$ cat config.mk
export PLATFORM = sky130hd
export DESIGN_NAME = vec_irq_ctrl
export DESIGN_NICKNAME = d
export VERILOG_FILES = /design/src/rtl/irq_pkg.sv /design/src/rtl/irq_prio_chain.sv /design/src/rtl/irq_timeout.sv /design/src/rtl/irq_vec_fetch.sv /design/src/rtl/vec_irq_ctrl.sv
export SDC_FILE = /design/constraint.sdc
export NUM_CORES = 1
export LEC_CHECK = 0
export ABC_CLOCK_PERIOD_IN_PS = 3550
export BUFFER_PORTS_ARGS = -buffer_cell sky130_fd_sc_hd__buf_2
export CELL_PAD_IN_SITES_DETAIL_PLACEMENT = 1
export CELL_PAD_IN_SITES_GLOBAL_PLACEMENT = 2
export CORE_MARGIN = 2
export CORE_UTILIZATION = 33
export CTS_CLUSTER_SIZE = 30
export DETAILED_ROUTE_END_ITERATION = 12
export PLACE_DENSITY_LB_ADDON = 0.1
export SKIP_LAST_GASP = 1
export SYNTH_ARGS = -nofsm -noshare
export SYNTH_HDL_FRONTEND = slang
export SYNTH_SLANG_ARGS = --single-unit
$ cat constraint.sdc
create_clock -name clk -period 3.55 [get_ports clk]
set_clock_uncertainty 0.1 [all_clocks]
set_input_delay 0 -clock clk [delete_from_list [all_inputs] [get_ports clk]]
set_output_delay 0 -clock clk [all_outputs]
set_load 0.02 [all_outputs]
$ cat src/rtl/irq_pkg.sv
package irq_pkg;
  typedef enum logic [2:0] {
    ST_IDLE  = 3'd0,
    ST_PEND  = 3'd1,
    ST_WAITV = 3'd2,
    ST_FPC   = 3'd3,
    ST_FPS   = 3'd4,
    ST_MASK  = 3'd5
  } irq_state_e;
endpackage

$ cat src/rtl/irq_prio_chain.sv
module irq_prio_chain #(
  parameter int N_SRC = 8
) (
  input  logic [N_SRC-1:0] req,
  output logic [N_SRC-1:0] win,
  output logic             any
);
  logic [N_SRC:0] pass;

  assign pass[0] = 1'b1;

  // each stage passes the grant on only when its own device is quiet
  for (genvar i = 0; i < N_SRC; i++) begin : g_stage
    assign win[i]    = pass[i] & req[i];
    assign pass[i+1] = pass[i] & ~req[i];
  end

  assign any = ~pass[N_SRC];
endmodule

$ cat src/rtl/irq_timeout.sv
module irq_timeout #(
  parameter int LIMIT = 16
) (
  input  logic clk,
  input  logic rst_n,
  input  logic en,
  output logic expired
);
  localparam int CW = (LIMIT > 1) ? $clog2(LIMIT) : 1;

  logic [CW-1:0] cnt_q, cnt_d;

  assign expired = en && (cnt_q == CW'(LIMIT - 1));

  always_comb begin
    cnt_d = cnt_q;
    if (!en)          cnt_d = '0;
    else if (!expired) cnt_d = cnt_q + CW'(1);
  end

  always_ff @(posedge clk or negedge rst_n) begin
    if (!rst_n) cnt_q <= '0;
    else        cnt_q <= cnt_d;
  end
endmodule

$ cat src/rtl/irq_vec_fetch.sv
module irq_vec_fetch #(
  parameter int VEC_W    = 8,
  parameter int ADDR_W   = 16,
  parameter int DATA_W   = 16,
  parameter int SCALE_SH = 1,
  parameter int PS_OFS   = 2
) (
  input  logic              clk,
  input  logic              rst_n,
  input  logic              vec_en,
  input  logic [VEC_W-1:0]  vec_in,
  input  logic              sel_ps,
  input  logic              pc_en,
  input  logic              ps_en,
  input  logic [DATA_W-1:0] rdata,
  output logic [ADDR_W-1:0] addr,
  output logic [DATA_W-1:0] pc,
  output logic [DATA_W-1:0] ps
);
  localparam int PAD = ADDR_W - VEC_W;

  logic [VEC_W-1:0]  vec_q;
  logic [ADDR_W-1:0] base;

  assign base = {{PAD{1'b0}}, vec_q} << SCALE_SH;
  assign addr = sel_ps ? (base + ADDR_W'(PS_OFS)) : base;

  always_ff @(posedge clk or negedge rst_n) begin
    if (!rst_n) begin
      vec_q <= '0;
      pc    <= '0;
      ps    <= '0;
    end else begin
      if (vec_en) vec_q <= vec_in;
      if (pc_en)  pc    <= rdata;
      if (ps_en)  ps    <= rdata;
    end
  end
endmodule

$ cat src/rtl/vec_irq_ctrl.sv
module vec_irq_ctrl
  import irq_pkg::*;
#(
  parameter int              N_SRC    = 8,
  parameter int              VEC_W    = 8,
  parameter int              ADDR_W   = 16,
  parameter int              DATA_W   = 16,
  parameter int              SCALE_SH = 1,
  parameter int              TIMEOUT  = 16,
  parameter logic [VEC_W-1:0] SPUR_VEC = 8'h02
) (
  input  logic              clk,
  input  logic              rst_n,
  input  logic [N_SRC-1:0]  dev_req,
  output logic [N_SRC-1:0]  dev_grant,
  input  logic              dev_vec_valid,
  input  logic [VEC_W-1:0]  dev_vec,
  output logic              cpu_irq,
  input  logic              cpu_ack,
  input  logic              cpu_rti,
  output logic              mem_rd,
  output logic [ADDR_W-1:0] mem_addr,
  input  logic [DATA_W-1:0] mem_rdata,
  input  logic              mem_rvalid,
  output logic [DATA_W-1:0] new_pc,
  output logic [DATA_W-1:0] new_ps,
  output logic              vec_load,
  output logic              spurious
);
  localparam int PS_OFS = 2;

  // reset: asserted asynchronously, released on a clock edge
  logic [1:0] rst_sync_q;
  logic       rst_int_n;

  always_ff @(posedge clk or negedge rst_n) begin
    if (!rst_n) rst_sync_q <= 2'b00;
    else        rst_sync_q <= {rst_sync_q[0], 1'b1};
  end
  assign rst_int_n = rst_sync_q[1];

  irq_state_e state_q, state_d;
  logic [N_SRC-1:0] win, grant_q, grant_d;
  logic             req_any, expired, vec_hit;
  logic             spur_q, spur_d, load_q, load_d;
  logic             vec_en, pc_en, ps_en;
  logic [VEC_W-1:0] vec_in;

  irq_prio_chain #(.N_SRC(N_SRC)) u_chain (
    .req (dev_req),
    .win (win),
    .any (req_any)
  );

  irq_timeout #(.LIMIT(TIMEOUT)) u_tmo (
    .clk     (clk),
    .rst_n   (rst_int_n),
    .en      (state_q == ST_WAITV),
    .expired (expired)
  );

  assign vec_hit = (state_q == ST_WAITV) && dev_vec_valid;
  assign vec_en  = vec_hit || expired;
  assign vec_in  = dev_vec_valid ? dev_vec : SPUR_VEC;
  assign pc_en   = (state_q == ST_FPC) && mem_rvalid;
  assign ps_en   = (state_q == ST_FPS) && mem_rvalid;

  irq_vec_fetch #(
    .VEC_W    (VEC_W),
    .ADDR_W   (ADDR_W),
    .DATA_W   (DATA_W),
    .SCALE_SH (SCALE_SH),
    .PS_OFS   (PS_OFS)
  ) u_fetch (
    .clk    (clk),
    .rst_n  (rst_int_n),
    .vec_en (vec_en),
    .vec_in (vec_in),
    .sel_ps (state_q == ST_FPS),
    .pc_en  (pc_en),
    .ps_en  (ps_en),
    .rdata  (mem_rdata),
    .addr   (mem_addr),
    .pc     (new_pc),
    .ps     (new_ps)
  );

  // next state
  always_comb begin
    state_d = state_q;
    unique case (state_q)
      ST_IDLE:  if (req_any) state_d = ST_PEND;
      ST_PEND: begin
        if (!req_any)     state_d = ST_IDLE;
        else if (cpu_ack) state_d = ST_WAITV;
      end
      ST_WAITV: if (vec_en) state_d = ST_FPC;
      ST_FPC:   if (mem_rvalid) state_d = ST_FPS;
      ST_FPS:   if (mem_rvalid) state_d = ST_MASK;
      ST_MASK:  if (cpu_rti) state_d = ST_IDLE;
      default:  state_d = ST_IDLE;
    endcase
  end

  always_comb begin
    grant_d = '0;
    if (state_q == ST_PEND && req_any && cpu_ack) grant_d = win;
    else if (state_q == ST_WAITV && !vec_en)      grant_d = grant_q;
  end

  always_comb begin
    spur_d = spur_q;
    if (state_q == ST_WAITV && expired && !dev_vec_valid) spur_d = 1'b1;
    else if (state_q == ST_MASK && cpu_rti)               spur_d = 1'b0;
  end

  assign load_d = ps_en;

  always_ff @(posedge clk or negedge rst_int_n) begin
    if (!rst_int_n) begin
      state_q <= ST_IDLE;
      grant_q <= '0;
      spur_q  <= 1'b0;
      load_q  <= 1'b0;
    end else begin
      state_q <= state_d;
      grant_q <= grant_d;
      spur_q  <= spur_d;
      load_q  <= load_d;
    end
  end

  assign dev_grant = grant_q;
  assign cpu_irq   = (state_q == ST_PEND);
  assign mem_rd    = (state_q == ST_FPC) || (state_q == ST_FPS);
  assign vec_load  = load_q;
  assign spurious  = spur_q;
endmodule

==> results of run 1 <==
[worst max-delay path by stage]
stage                           endpoint  slack [ps]  depth (start not counted)
final                      u_fetch.ps[4]         990                          4
after global placement     u_fetch.ps[7]        1090                          4
after detailed placement  u_fetch.ps[15]         970                          4
after CTS                  u_fetch.ps[8]         970                          4
after global routing       u_fetch.ps[5]         850                          4
after floorplan           u_fetch.ps[10]        1440                          7
[stage by stage]
step                      instance area [um^2]  total power [mW]
after floorplan                           2629             1.918
after global placement                    3115             2.270
after detailed placement                  3115             2.298
after CTS                                 3700             2.964
after global routing                      3700             3.108
final                                     3700             2.921
[area by class of cell]
type / instances / area, um^2 / area share (%)
clock buffer: 12 / 155.1 / 4.193
clock inverter: 4 / 48.80 / 1.319
inverter: 5 / 18.77 / 0.5073
multi-input combinational: 133 / 1033 / 27.93
sequential: 59 / 1478 / 39.94
tap: 102 / 127.6 / 3.449
timing repair buffer: 129 / 838.3 / 22.66
[report_power, final]
group | internal, mW | total, mW | switching [mW] | leakage, nW
clock network | 0.362 | 0.616 | 0.254 | 0.106
registers | 0.929 | 1.11 | 0.180 | 0.739
logic | 0.524 | 1.20 | 0.672 | 0.974
[worst max-delay path: stages, from the launching register on]
cell and delay, ps:
dfrtp_1 470, or2b_2 350, nor2_1 370, and2_1 730
mux2_2 410
[metal layers]
metal	part of all wire (%)	vias up	track usage, %
met5	0	-	0
met4	1.3	0	6.005
met3	5.2	8	3.743
met2	49	58	26.63
met1	44	981	19.30
li1	-	985	-
[kinds of logic after synthesis]
| logic type | after synthesis | synth area share, % |
|---|---|---|
| buf+inv | 18 | 4.561 |
| other cells | 2 | 0.2882 |
| mux | 34 | 14.79 |
| simple gates | 54 | 11.91 |
| compound gates | 27 | 8.162 |
| fa+ha+maj | 2 | 0.9600 |
| xor+xnor | 8 | 2.689 |
| flops | 59 | 56.65 |
[layout by cell type, fill, tap and decap left out, types with 3 or more instances in the layout]
cell type	netlist	routed
a22o_1	9	9
and3_1	3	3
buf_2	1	90
clkbuf_8	2	11
conb_1	2	8
dfrtp_1	59	58
dlygate4sd3_1	0	38
inv_1	5	5
mux2_2	32	32
nand2_1	13	13
nand3_1	5	5
nand3b_1	3	3
nor2_1	11	11
o21ai_0	6	6
xnor2_1	5	5
xor2_1	3	3
[state kept, by name, summed over array words and instances, names as in the netlist]
register / cells
u_fetch.pc: 16
u_fetch.ps: 16
dev_grant: 8
u_fetch.vec_q: 8
u_tmo.cnt_q: 4
state_q: 3
rst_sync_q: 2
spurious: 1
vec_load: 1
[synth_stat cells, drive strengths merged, types with 2 or more instances]
cell	n	area share, %
a22o	9	3.0
a32o	2	0.77
and2	2	0.48
and3	4	1.0
and4	2	0.67
buf	9	2.5
clkbuf	4	1.3
conb	2	0.29
dfrtp	59	57
ha	2	0.96
inv	5	0.72
mux2	33	14
nand2	13	1.9
nand3	5	0.96
nand3b	3	0.86
nor2	11	1.6
nor3	4	1.2
nor3b	2	0.58
o21ai	8	1.7
or2b	2	0.67
or4	3	1.2
xnor2	5	1.7
xor2	3	1.0
[what timing repair did]
item	in CTS	in global routing
hold endpoints to repair	51	0
gates resized for setup	0	0
hold buffers	38	0
==> flow_metrics.env, run 1 <==
export IMPL_drc=0
export IMPL_start_util_pct=33.90
export IMPL_synth_cell_type_count=43
export IMPL_rows=32
export IMPL_cp_startpoint="state_q[1]"
export IMPL_tightest_slew_ps=979.8
export IMPL_clk_latency_ps=320
export IMPL_wl_per_cell_um=14.52
export IMPL_clock_fmax_mhz=390.6
export IMPL_place_inst=390
export IMPL_grt_pass1_wl_mm=10.59
export IMPL_r2r_start="state_q[1]"
export IMPL_required_ps=3650
export IMPL_boundaryPins=98
export IMPL_p_leak_nw=1.819
export IMPL_antenna_found_initial=0
export IMPL_antenna_cells=0
export IMPL_setup_tns_final_ps=0
export IMPL_hold_path_startpoint="dev_req[6]"
export IMPL_grt_start_max_net_pins=31
export IMPL_syn_area_um2=2606
export IMPL_synth_seq_area_share_pct=56.65
export IMPL_post_cts_buffers=0
export IMPL_slew_violations=0
export IMPL_finalHoldViolCount=0
export IMPL_num_vias=2032
export IMPL_final_util_pct=48.13
export IMPL_holdPathEnd="dev_grant[6]"
export IMPL_cts_sinks=59
export IMPL_synth_edff_count=0
export IMPL_clk_pin_slew_ps=60
export IMPL_cap_violations=0
export IMPL_fillCellCount=866
export IMPL_crit_fanout=17
export IMPL_dieArea_um2=8625
export IMPL_synth_warnings=0
export IMPL_chipWidth_um=92.87
export IMPL_dr_pass1_iters=4
export IMPL_hold_class="input port to register"
export IMPL_path_class="register to register"
export IMPL_gp_congestion=0.6926
export IMPL_r2r_cells=4
export IMPL_cts_made_buffers=9
export IMPL_rsz0062_at_grt="no"
export IMPL_grt_usage_pct=15.68
export IMPL_place_ws_ps=974.0
export IMPL_r2r_slack_ps=990
export IMPL_fin_hold_ws_ps=58.50
export IMPL_synth_ff_type="dfrtp_1"
export IMPL_period_needed_ps=2560
export IMPL_area_growth_syn_to_layout_pct=41.96
export IMPL_drt_iter0_drc=27
export IMPL_grt_pass1_vias=2145
export IMPL_peakVddDrop_mv=0.2705
export IMPL_fp_coreArea_um2=7687
export IMPL_syn_instance_count=204
export IMPL_die_h_um=92.87
export IMPL_hpwlAfterDp_mm=4.441
export IMPL_htree_levels=3
export IMPL_io_buffer_count=90
export IMPL_grt_overflow_total=0
export IMPL_antenna_left=0
export IMPL_clk_path_buf_depth=2
export IMPL_rr_endpoint="u_fetch.ps[4]"
export IMPL_cp_arrival_ps=2660
export IMPL_routed_wl_mm=6.445
export IMPL_setup_viol=0
export IMPL_tritoncts="built"
export IMPL_finalCritPeriodShare_pct=72.11
export IMPL_syn_avg_cell_area_um2=12.78
export IMPL_p_per_area_nw_per_um2=789.4
export IMPL_start_kind="register"
export IMPL_cts_root_buf="clkbuf_8"
export IMPL_setup_slack_ps=990.0
export IMPL_endpoint_kind="register"
export IMPL_viasPerCell=4.577
export IMPL_nNetsFinal=377
export IMPL_hold_path_depth=3
export IMPL_final_cells=444
export IMPL_outcome="finished, final reports clean"
export IMPL_ys_async_sr_fraction_pct=100.0
export IMPL_slew_headroom_pct=34.33
export IMPL_synth_seq_cells=59
export IMPL_final_layout_size_suffix_gt1_share_pct=44.15
No activity file was read; power rests on OpenSTA's default activity.
==> run 2: changes to the inputs <==
Settings changed: ABC_CLOCK_PERIOD_IN_PS 3550 to 2400, CORE_UTILIZATION 33 to 31.
Clock period 3.55 ns to 2.4 ns, I/O delays scaled along.
==> flow_metrics.env, run 2 (synthesis gave the netlist of run 1 again) <==
export IMPL_setup_tns_final_ps=-0.008438
export IMPL_finalHoldViolCount=0
export IMPL_cts_made_buffers=9
export IMPL_final_util_pct=46.36
export IMPL_finalCritPeriodShare_pct=100.0
export IMPL_slew_violations=0
export IMPL_drc=0
export IMPL_clk_latency_ps=330
export IMPL_r2r_cells=7
export IMPL_setup_viol=1
export IMPL_path_class="input port to register"
export IMPL_endpoint_kind="register"
export IMPL_antenna_found_initial=0
export IMPL_grt_usage_pct=15.53
export IMPL_final_common_cell="buf_2"
export IMPL_num_vias=2077
export IMPL_viasPerCell=4.595
export IMPL_antenna_left=0
export IMPL_die_h_um=95.69
export IMPL_io_buffer_count=90
export IMPL_start_util_pct=31.88
export IMPL_dr_pass1_iters=3
export IMPL_htree_levels=3
export IMPL_area_growth_syn_to_layout_pct=45.42
export IMPL_grt_start_max_net_pins=38
export IMPL_cp_startpoint="dev_req[1]"
export IMPL_ff_latch_area_um2=1479
export IMPL_r2r_start="state_q[0]"
export IMPL_hpwlAfterDp_mm=4.578
export IMPL_outcome="finished with violations"
export IMPL_final_cell_mix="90 x buf_2, 57 x dfrtp_1, 38 x dlygate4sd3_1, 32 x mux2_2, 12 x nand2_1"
export IMPL_tritoncts="built"
export IMPL_p_total_mw=4.474
export IMPL_rr_endpoint="dev_grant[7]"
export IMPL_setup_slack_ps=-0.008438
export IMPL_fp_coreArea_um2=8175
export IMPL_gp_congestion=0.6853
export IMPL_antenna_cells=0
export IMPL_cap_violations=0
export IMPL_p_per_area_nw_per_um2=1181
export IMPL_boundaryPins=98
export IMPL_place_inst=398
export IMPL_reg_top3="u_fetch.pc x16, u_fetch.ps x16"
export IMPL_multi_input_area_um2=1044
export IMPL_start_kind="input port"
export IMPL_drt_iter0_drc=13
export IMPL_violations="negative setup slack"
export IMPL_period_needed_ps=2400
export IMPL_final_cells=452
export IMPL_r2r_slack_ps=110
export IMPL_chipWidth_um=95.69
export IMPL_routed_wl_mm=6.777
export IMPL_rows=33
export IMPL_grt_pass1_wl_mm=10.76
export IMPL_hold_class="input port to register"
export IMPL_wl_per_cell_um=14.99
export IMPL_critPathCapture="dev_grant[7]"
export IMPL_clk_path_buf_depth=2
export IMPL_required_ps=2570
export IMPL_tightest_slew_ps=510.2
export IMPL_cts_sinks=59
export IMPL_clock_fmax_mhz=416.7
export IMPL_grt_overflow_total=0
export IMPL_p_leak_nw=1.864
export IMPL_dieArea_um2=9157
export IMPL_slew_headroom_pct=65.98
export IMPL_final_layout_size_suffix_gt1_share_pct=45.82
export IMPL_crit_fanout=3
export IMPL_fillCellCount=909
export IMPL_grt_pass1_vias=2214
export IMPL_cts_root_buf="clkbuf_8"
export IMPL_hold_path_startpoint="mem_rvalid"
export IMPL_nNetsFinal=382
export IMPL_cp_arrival_ps=2570
export IMPL_clk_pin_slew_ps=70
export IMPL_peakVddDrop_mv=0.3429
-- run 2: cell type report --
cell class                 count  share of cell area (%)
sequential                    59                   39.02
multi-input combinational    133                   27.53
timing repair buffer         134                   23.44
clock buffer                  12                   4.094
tap                          105                   3.466
clock inverter                 4                   1.948
inverter                       5                  0.4952
-- run 2: worst max-delay path, cell delays in order --
cell	delay, ps
dlygate4sd3_1	540
buf_2	140
or4_4	550
or4_4	450
o41ai_2	290
dlygate4sd3_1	590
-- run 2: per-stage QoR --
| step | instance area [um^2] | hold slack [ps] | setup slack, ps |
|---|---|---|---|
| after global routing | 3790 | 44.15 | -19.35 |
| after CTS | 3779 | 30.28 | 36.58 |
| after detailed placement | 3169 | -313.9 | 449.6 |
| final | 3790 | 40.68 | -0.008438 |
| after global placement | 3169 | -314.4 | 476.7 |
| after floorplan | 2629 | -395.6 | 287.4 |
-- run 2: metal layers --
metal | routed length, um | track usage [%]
met1 | 2864 | 18.51
met2 | 3485 | 26.75
met3 | 356 | 3.602
met4 | 71 | 6.786
met5 | 0 | 0
-- run 2: worst min-delay path by stage --
stage	endpoint	slack (ps)	cells after the start
final	state_q[1]	40	3
after global routing	state_q[1]	40	3
after CTS	state_q[1]	30	3
after detailed placement	rst_sync_q[0]	-310	1
after global placement	rst_sync_q[0]	-310	1
after floorplan	rst_sync_q[0]	-400	0
-- run 2: report_power, final --
part	switching (mW)	total [mW]	internal, mW
Combinational	1.00	1.80	0.796
Sequential	0.265	1.64	1.38
Clock	0.393	1.04	0.642
Total	1.66	4.47	2.81
-- run 2: repair_timing --
action	4_1_cts	5_1_grt
gates resized for setup	0	3
buffers inserted	0	0
endpoints found under the setup margin	0	2
hold buffers	38	0
hold endpoints to repair	51	0
